===== src/rtl/vpic_pkg.sv =====
package vpic_pkg;

  localparam int unsigned REG_W = 32;

  // register offsets (bytes)
  localparam int unsigned OFF_RAW  = 'h00;
  localparam int unsigned OFF_ACT  = 'h04;
  localparam int unsigned OFF_EN   = 'h08;
  localparam int unsigned OFF_ACK  = 'h0C;
  localparam int unsigned OFF_MODE = 'h10;

  typedef enum logic [2:0] {
    SEL_NONE,
    SEL_RAW,
    SEL_ACT,
    SEL_EN,
    SEL_MODE,
    SEL_VEC
  } rd_sel_e;

  function automatic logic [REG_W-1:0] reset_vector(input logic [REG_W-1:0] base);
    return (base & 32'hFFFF_FF80) | 32'h0000_0010;
  endfunction

endpackage


===== src/rtl/vpic_capture.sv =====
module vpic_capture #(
  parameter int NSRC = 32
) (
  input  logic            clk,
  input  logic            rst,
  input  logic [NSRC-1:0] src,
  input  logic [NSRC-1:0] clr_mask,
  input  logic [NSRC-1:0] auto_clr,
  output logic [NSRC-1:0] pend,
  output logic [NSRC-1:0] pend_next
);

  logic [NSRC-1:0] src_q;
  logic [NSRC-1:0] pend_q;
  logic [NSRC-1:0] rise;

  assign rise      = src & ~src_q;
  // a fresh edge beats any clear in the same cycle
  assign pend_next = (pend_q & ~clr_mask & ~auto_clr) | rise;
  assign pend      = pend_q;

  always_ff @(posedge clk) begin
    if (rst) begin
      src_q  <= '0;
      pend_q <= '0;
    end else begin
      src_q  <= src;
      pend_q <= pend_next;
    end
  end

  for (genvar i = 0; i < NSRC; i++) begin : g_chk
    a_r1_edge_sets: assert property (@(posedge clk) disable iff (rst)
      (src[i] && !src_q[i]) |=> pend_q[i]);
    a_r5_clear_drops: assert property (@(posedge clk) disable iff (rst)
      ((clr_mask[i] || auto_clr[i]) && !(src[i] && !src_q[i])) |=> !pend_q[i]);
    a_r5_zero_keeps: assert property (@(posedge clk) disable iff (rst)
      (pend_q[i] && !clr_mask[i] && !auto_clr[i]) |=> pend_q[i]);
  end

endmodule


===== src/rtl/vpic_prio.sv =====
module vpic_prio #(
  parameter int NSRC  = 32,
  parameter int IDX_W = $clog2(NSRC)
) (
  input  logic             clk,
  input  logic             rst,
  input  logic [NSRC-1:0]  active,
  output logic             win_valid,
  output logic [IDX_W-1:0] win_id
);

  always_comb begin
    win_valid = 1'b0;
    win_id    = '0;
    for (int i = NSRC - 1; i >= 0; i--) begin
      if (active[i]) begin
        win_valid = 1'b1;
        win_id    = IDX_W'(i);
      end
    end
  end

  a_r9_winner_active: assert property (@(posedge clk) disable iff (rst)
    win_valid |-> active[win_id]);
  a_r9_none_below: assert property (@(posedge clk) disable iff (rst)
    win_valid |-> ($countones(active & ((NSRC'(1) << win_id) - NSRC'(1))) == 0));

endmodule


===== src/rtl/vpic_vtab.sv =====
module vpic_vtab #(
  parameter int          NSRC    = 32,
  parameter int          IDX_W   = $clog2(NSRC),
  parameter int          DW      = 32,
  parameter logic [DW-1:0] RST_VEC = '0
) (
  input  logic             clk,
  input  logic             rst,
  input  logic             we,
  input  logic [IDX_W-1:0] a_idx,
  input  logic [DW-1:0]    wdata,
  output logic [DW-1:0]    a_q,
  input  logic             b_en,
  input  logic [IDX_W-1:0] b_idx,
  output logic [DW-1:0]    b_q
);

  logic [DW-1:0]   mem [NSRC];
  logic [DW-1:0]   a_raw, b_raw;
  logic [NSRC-1:0] prog_q;
  logic            a_prog_q, b_prog_q;

  // storage: one write/read port and one read port, no reset
  always_ff @(posedge clk) begin
    if (we) mem[a_idx] <= wdata;
    a_raw <= mem[a_idx];
    if (b_en) b_raw <= mem[b_idx];
  end

  // per-entry written flags supply the reset value
  always_ff @(posedge clk) begin
    if (rst) begin
      prog_q   <= '0;
      a_prog_q <= 1'b0;
      b_prog_q <= 1'b0;
    end else begin
      if (we) prog_q[a_idx] <= 1'b1;
      a_prog_q <= prog_q[a_idx];
      if (b_en) b_prog_q <= prog_q[b_idx];
    end
  end

  assign a_q = a_prog_q ? a_raw : RST_VEC;
  assign b_q = b_prog_q ? b_raw : RST_VEC;

  a_r8_default_read: assert property (@(posedge clk) disable iff (rst)
    !prog_q[a_idx] |=> (a_q == RST_VEC));

endmodule


===== src/rtl/vpic.sv =====
module vpic #(
  parameter int          NSRC        = 32,
  parameter int          ADDR_W      = 8,
  parameter int          VEC_OFFSET  = 'h80,
  parameter logic [31:0] BASE_VECTOR = 32'h0000_0000,
  localparam int         IDX_W       = $clog2(NSRC)
) (
  input  logic              clk,
  input  logic              rst,
  input  logic [NSRC-1:0]   src,
  input  logic              bus_wr,
  input  logic              bus_rd,
  input  logic [ADDR_W-1:0] bus_addr,
  input  logic [31:0]       bus_wdata,
  output logic [31:0]       bus_rdata,
  output logic              irq,
  input  logic              cpu_ack,
  output logic              vec_valid,
  output logic [IDX_W-1:0]  vec_id,
  output logic [31:0]       vec_addr
);
  import vpic_pkg::*;

  localparam logic [31:0]       RST_VEC = reset_vector(BASE_VECTOR);
  localparam int                VEC_LSB = IDX_W + 2;
  localparam int                TAG_W   = ADDR_W - VEC_LSB;
  localparam logic [TAG_W-1:0]  VEC_TAG = TAG_W'(VEC_OFFSET >> VEC_LSB);
  localparam logic [ADDR_W-1:0] A_RAW   = ADDR_W'(OFF_RAW);
  localparam logic [ADDR_W-1:0] A_ACT   = ADDR_W'(OFF_ACT);
  localparam logic [ADDR_W-1:0] A_EN    = ADDR_W'(OFF_EN);
  localparam logic [ADDR_W-1:0] A_ACK   = ADDR_W'(OFF_ACK);
  localparam logic [ADDR_W-1:0] A_MODE  = ADDR_W'(OFF_MODE);

  logic [NSRC-1:0]  en_q, mode_q, en_next;
  logic [NSRC-1:0]  pend, pend_next, clr_mask, auto_clr, active;
  logic             win_valid;
  logic [IDX_W-1:0] win_id;
  logic [IDX_W-1:0] vec_idx;
  logic             vec_hit;
  logic [31:0]      a_q, b_q;
  rd_sel_e          rd_sel, rd_sel_q;
  logic [31:0]      rd_word_q;
  logic             irq_q, vec_valid_q, fast_q;
  logic [IDX_W-1:0] vec_id_q;

  // address decode
  assign vec_idx = bus_addr[VEC_LSB-1:2];
  assign vec_hit = (bus_addr[ADDR_W-1:VEC_LSB] == VEC_TAG) &&
                   (bus_addr[1:0] == 2'b00) && (int'(vec_idx) < NSRC);

  always_comb begin
    rd_sel = SEL_NONE;
    if (vec_hit)                rd_sel = SEL_VEC;
    else if (bus_addr == A_RAW)  rd_sel = SEL_RAW;
    else if (bus_addr == A_ACT)  rd_sel = SEL_ACT;
    else if (bus_addr == A_EN)   rd_sel = SEL_EN;
    else if (bus_addr == A_MODE) rd_sel = SEL_MODE;
  end

  // software and hardware clears
  assign clr_mask = (bus_wr && bus_addr == A_ACK) ? bus_wdata[NSRC-1:0] : '0;
  assign auto_clr = (cpu_ack && win_valid && mode_q[win_id]) ? (NSRC'(1) << win_id) : '0;
  assign en_next  = (bus_wr && bus_addr == A_EN) ? bus_wdata[NSRC-1:0] : en_q;
  assign active   = pend & en_q;

  vpic_capture #(.NSRC(NSRC)) u_cap (
    .clk       (clk),
    .rst       (rst),
    .src       (src),
    .clr_mask  (clr_mask),
    .auto_clr  (auto_clr),
    .pend      (pend),
    .pend_next (pend_next)
  );

  vpic_prio #(.NSRC(NSRC), .IDX_W(IDX_W)) u_prio (
    .clk       (clk),
    .rst       (rst),
    .active    (active),
    .win_valid (win_valid),
    .win_id    (win_id)
  );

  vpic_vtab #(.NSRC(NSRC), .IDX_W(IDX_W), .DW(32), .RST_VEC(RST_VEC)) u_vtab (
    .clk   (clk),
    .rst   (rst),
    .we    (bus_wr && vec_hit),
    .a_idx (vec_idx),
    .wdata (bus_wdata),
    .a_q   (a_q),
    .b_en  (cpu_ack),
    .b_idx (win_id),
    .b_q   (b_q)
  );

  // control registers and the interrupt line
  always_ff @(posedge clk) begin
    if (rst) begin
      en_q   <= '0;
      mode_q <= '0;
      irq_q  <= 1'b0;
    end else begin
      en_q  <= en_next;
      if (bus_wr && bus_addr == A_MODE) mode_q <= bus_wdata[NSRC-1:0];
      irq_q <= |(pend_next & en_next);
    end
  end

  // read path
  always_ff @(posedge clk) begin
    if (rst) begin
      rd_sel_q  <= SEL_NONE;
      rd_word_q <= '0;
    end else begin
      rd_sel_q  <= bus_rd ? rd_sel : SEL_NONE;
      rd_word_q <= '0;
      if (bus_rd) begin
        case (rd_sel)
          SEL_RAW:  rd_word_q <= REG_W'(pend);
          SEL_ACT:  rd_word_q <= REG_W'(active);
          SEL_EN:   rd_word_q <= REG_W'(en_q);
          SEL_MODE: rd_word_q <= REG_W'(mode_q);
          default:  rd_word_q <= '0;
        endcase
      end
    end
  end

  assign bus_rdata = (rd_sel_q == SEL_VEC) ? a_q : rd_word_q;

  // acknowledge response
  always_ff @(posedge clk) begin
    if (rst) begin
      vec_valid_q <= 1'b0;
      vec_id_q    <= '0;
      fast_q      <= 1'b0;
    end else begin
      vec_valid_q <= cpu_ack && win_valid;
      if (cpu_ack) begin
        vec_id_q <= win_id;
        fast_q   <= mode_q[win_id];
      end
    end
  end

  assign irq       = irq_q;
  assign vec_valid = vec_valid_q;
  assign vec_id    = vec_id_q;
  assign vec_addr  = fast_q ? b_q : RST_VEC;

  a_r4_irq_tracks: assert property (@(posedge clk) disable iff (rst)
    irq == (|(pend & en_q)));
  a_r3_disabled_quiet: assert property (@(posedge clk) disable iff (rst)
    (en_q == '0) |-> !irq);
  a_r10_strobe_follows_ack: assert property (@(posedge clk) disable iff (rst)
    vec_valid |-> $past(cpu_ack));
  a_r10_normal_keeps: assert property (@(posedge clk) disable iff (rst)
    (cpu_ack && win_valid && !mode_q[win_id] && !clr_mask[win_id]) |=> pend[$past(win_id)]);
  a_r11_no_winner_no_strobe: assert property (@(posedge clk) disable iff (rst)
    (cpu_ack && active == '0) |=> !vec_valid);

endmodule


===== config.mk =====
export PLATFORM = sky130hd
export DESIGN_NAME = vpic
export DESIGN_NICKNAME = d
export VERILOG_FILES = /design/src/rtl/vpic_pkg.sv /design/src/rtl/vpic_capture.sv /design/src/rtl/vpic_prio.sv /design/src/rtl/vpic_vtab.sv /design/src/rtl/vpic.sv
export SDC_FILE = /design/constraint.sdc
export NUM_CORES = 2
export LEC_CHECK = 0
export ABC_AREA = 0
export BUFFER_PORTS_ARGS = -buffer_cell sky130_fd_sc_hd__buf_2
export CAP_MARGIN = 20
export CORE_MARGIN = 2
export CORE_UTILIZATION = 55
export CTS_CLUSTER_SIZE = 16
export DETAILED_ROUTE_END_ITERATION = 8
export GPL_TIMING_DRIVEN = 1
export PLACE_DENSITY = 0.72
export SYNTH_ARGS = -nofsm -noshare
export SYNTH_HDL_FRONTEND = slang
export SYNTH_HIERARCHICAL = 1
export SYNTH_SLANG_ARGS = --single-unit

===== constraint.sdc =====
create_clock -name clk -period 5.1 [get_ports clk]
set_input_delay 0.51 -clock clk [delete_from_list [all_inputs] [get_ports clk]]
set_output_delay 0.51 -clock clk [all_outputs]
set_load 0.01 [all_outputs]

==> impl_metrics.json <==
{
  "outcome": "finished, final reports clean",
  "routedWlPerCell_um": 36.7,
  "async_flop_share": 0,
  "start_kind": "register",
  "max_freq_mhz": 201,
  "synthCells": 3367,
  "ir_worst_vdd_mv": 0.374,
  "grt_max_degree": 141,
  "power_density_mw_per_mm2": 334,
  "first_pass_iters": 6,
  "rsz0062_at_grt": "false",
  "seq_power_share": 0.524,
  "initial_core_util": 0.556,
  "pwr-share-comb": 0.047,
  "setup_violations": 0,
  "reg2regPathDepth": 11,
  "cp.arrival_ns": 5.47,
  "syn-cell-area_mm2": 0.0587,
  "power.internal_mw": 17.3,
  "fin_crit_sh": 0.975,
  "dp_cells": 4784,
  "clkSlewWorstSetupHoldPaths_ns": 0.06,
  "crit_path_end": "u_vtab/b_raw[3]$_DFFE_PP_",
  "r2r_end": "u_vtab/b_raw[3]$_DFFE_PP_",
  "post-route-min-period_ns": 4.97,
  "antenna_found_initial": 11,
  "ys_types": 61,
  "cts_tree": "yes",
  "tns_ns": 0,
  "worst_hold_path_type": "in -> reg",
  "switching_power_mw": 4.84,
  "die_w_um": 331,
  "crit_required_ns": 5.60,
  "overflow": 0,
  "reg2reg_slack_ns": 0.13,
  "r2r-start": "en_q[3]$_SDFF_PP0_",
  "slew_viol_final": 0,
  "synthFlopType": "edfxtp_1",
  "track_usage": 0.344,
  "io_buffers": 147,
  "max_cap_viol_count": 0,
  "num_rows": 119,
  "yosysWarnings": 6,
  "ant_nets": 0,
  "finish.utilization": 0.627,
  "crit_start": "en_q[3]$_SDFF_PP0_",
  "pin_count": 148,
  "core_mm2": 0.106,
  "finalHoldViolations": 0,
  "grt_pass1_vias": 36700,
  "multi_input_area_mm2": 0.0214,
  "crit_type": "reg -> reg",
  "die_area_mm2": 0.109,
  "first_iter_violations": 5716,
  "nFillCells": 7224,
  "synth-edff-count": 1056,
  "vias": 36600,
  "critPathMaxFanout": 135,
  "drcViolationCount": 0,
  "p_sw_frac": 0.219,
  "whs_ns": 0.0382,
  "seq_area_mm2": 0.0365,
  "clk_latency_ns": 0.77,
  "tightest_slew_ns": 1.13,
  "vias_per_cell": 7.22,
  "p_leak_nw": 21.1,
  "cts_made_buffers": 131,
  "syn2layout_area_growth_pct": 12.7,
  "seq_area_frac_synth": 0.621,
  "layoutNonFillerInstCount": 5062,
  "root_buffer": "clkbuf_16",
  "wirelength_um": 186000,
  "dp_hpwl_um": 105000,
  "htreeDepth": 4,
  "crit_path_end_kind": "register",
  "synth_area_per_cell_um2": 17.4,
  "slew_headroom": 0.243,
  "cts_buffer_depth": 3,
  "nNetsFinal": 3638,
  "skew_ns": 0.0359,
  "p_clk_frac": 0.428,
  "globalplace.congestion": 1.05,
  "clock_sinks": 1293,
  "grt_pass1_wl_um": 263000,
  "dieHeight_um": 331,
  "ys_ff_latch": 1293,
  "drive_gt1_frac": 0.329,
  "syn_nets": 3444
}
-- how the worst min path moves through the flow --
stage / from / end / slack [ns] / cells past startpoint
after CTS: src[13] / u_cap/src_q[13]$_SDFF_PP0_ / 0.01 / 2
after detailed placement: mode_q[14]$_SDFFE_PP0P_ / mode_q[14]$_SDFFE_PP0P_ / 0.47 / 2
after global routing: src[13] / u_cap/src_q[13]$_SDFF_PP0_ / 0.02 / 2
final: src[13] / u_cap/src_q[13]$_SDFF_PP0_ / 0.04 / 2
after global placement: mode_q[13]$_SDFFE_PP0P_ / mode_q[13]$_SDFFE_PP0P_ / 0.47 / 2
after floorplan: mode_q[10]$_SDFFE_PP0P_ / mode_q[10]$_SDFFE_PP0P_ / 0.45 / 2
-- synthesized netlist by cell type, drive strengths merged (2+ instances only) --
library cell,n,area share
clkbuf,141,0.0090
nand3,48,0.0041
o22ai,32,0.0035
a2111oi,6,0.0012
nand3b,7,0.00090
o31ai,2,0.00026
nor3b,2,0.00026
o21ai,36,0.0031
inv,8,0.00051
nor2,189,0.012
dfxtp,237,0.081
a22oi,142,0.018
a222oi,32,0.0055
nor3,9,0.00077
or2,34,0.0036
o21ba,2,0.00034
a21oi,63,0.0054
nand2b,69,0.0074
and3b,2,0.00030
or3b,2,0.00030
and3,6,0.00064
and2,176,0.019
buf,105,0.0096
edfxtp,1056,0.54
mux2i,34,0.0058
mux4,594,0.23
a211oi,2,0.00026
nor2b,37,0.0039
nand4,37,0.0042
mux2,80,0.015
nor4,8,0.0011
or4,2,0.00032
a21bo,2,0.00034
a21o,33,0.0042
nand2,118,0.0075
o311ai,2,0.00030
-- through the flow --
step | cell area, um2 | worst slack [ns] | power, mW
floorplan | 58700 | 1.01 | 12.3
global placement | 61600 | 0.397 | 12.8
detailed placement | 61600 | 0.284 | 12.8
CTS | 66100 | 0.248 | 22.2
global route | 66100 | 0.00861 | 22.6
finish | 66200 | 0.126 | 22.1
-- power by group through the flow --
stage,Combinational (mW),Clock [mW],Sequential [mW]
3_5_place_dp,1.00,0,11.8
5_1_grt,1.09,9.95,11.6
2_1_floorplan,0.564,0,11.8
6_report,1.05,9.48,11.6
3_3_place_gp,0.980,0,11.8
4_1_cts,1.02,9.55,11.6
-- registers in the layout, summed over array words and instances, names as in the netlist, 3 cells and up --
name,count
rd_sel_q,3
en_q,32
rd_word_q,32
mode_q,32
u_vtab/prog_q,32
u_vtab/b_raw,32
u_cap/src_q,32
u_vtab/mem,1024
u_vtab/a_raw,32
vec_id,5
u_cap/pend,32
-- repair_timing --
item | in CTS | in global routing
hold buffers | 33 | 0
hold endpoints to repair | 32 | 0
gates resized for setup | 0 | 1
buffers inserted | 0 | 0
setup endpoints to repair | 0 | 1
-- layout make-up --
| class | count | area share |
|---|---|---|
| Inverter | 8 | 0.000454 |
| Antenna cell | 1 | 0.0000378 |
| Multi-Input combinational cell | 1820 | 0.324 |
| Clock inverter | 63 | 0.00832 |
| Tap cell | 1391 | 0.0263 |
| Clock buffer | 179 | 0.0551 |
| Timing Repair Buffer | 307 | 0.0345 |
| Sequential cell | 1293 | 0.551 |
-- logic make-up after synthesis --
family                 share of synthesized area
multiplexers                               0.249
AO/OA/AOI/OAI                             0.0437
flip-flops                                 0.621
AND/OR/NAND/NOR                           0.0669
buffers and inverters                     0.0192
-- critical path: stages, from the launching register on --
cell      delay [ns]
dfxtp_1         0.44
and2_1          0.32
nor4_1          0.09
buf_4           0.17
o21ai_0         0.06
o311ai_0        0.27
a31oi_4         0.57
buf_4           0.68
buf_12          0.71
mux4_2          0.46
mux4_2          0.50
mux2_2          0.27
-- cells in the final DEF (no fill, tap or decap), types with 62 or more instances in the layout --
| cell | netlist | layout |
|---|---|---|
| a21oi_1 | 63 | 62 |
| a22oi_1 | 142 | 142 |
| and2_1 | 175 | 172 |
| buf_2 | 55 | 143 |
| buf_4 | 3 | 110 |
| clkbuf_16 | 0 | 134 |
| dfxtp_1 | 237 | 235 |
| edfxtp_1 | 1056 | 1056 |
| mux2_2 | 80 | 80 |
| mux4_2 | 594 | 594 |
| nand2_1 | 118 | 118 |
| nand2b_1 | 69 | 69 |
| nor2_1 | 189 | 153 |
-- layer usage --
layer | track usage | part of all wire | vias to the layer above
met5 | 0 | 0.00036 | -
met4 | 0.149 | 0.050 | 10
met3 | 0.0942 | 0.14 | 571
met2 | 0.530 | 0.46 | 2931
met1 | 0.467 | 0.35 | 18800
li1 | - | - | 14200
Note: power is estimated with default switching activity, not from simulation.
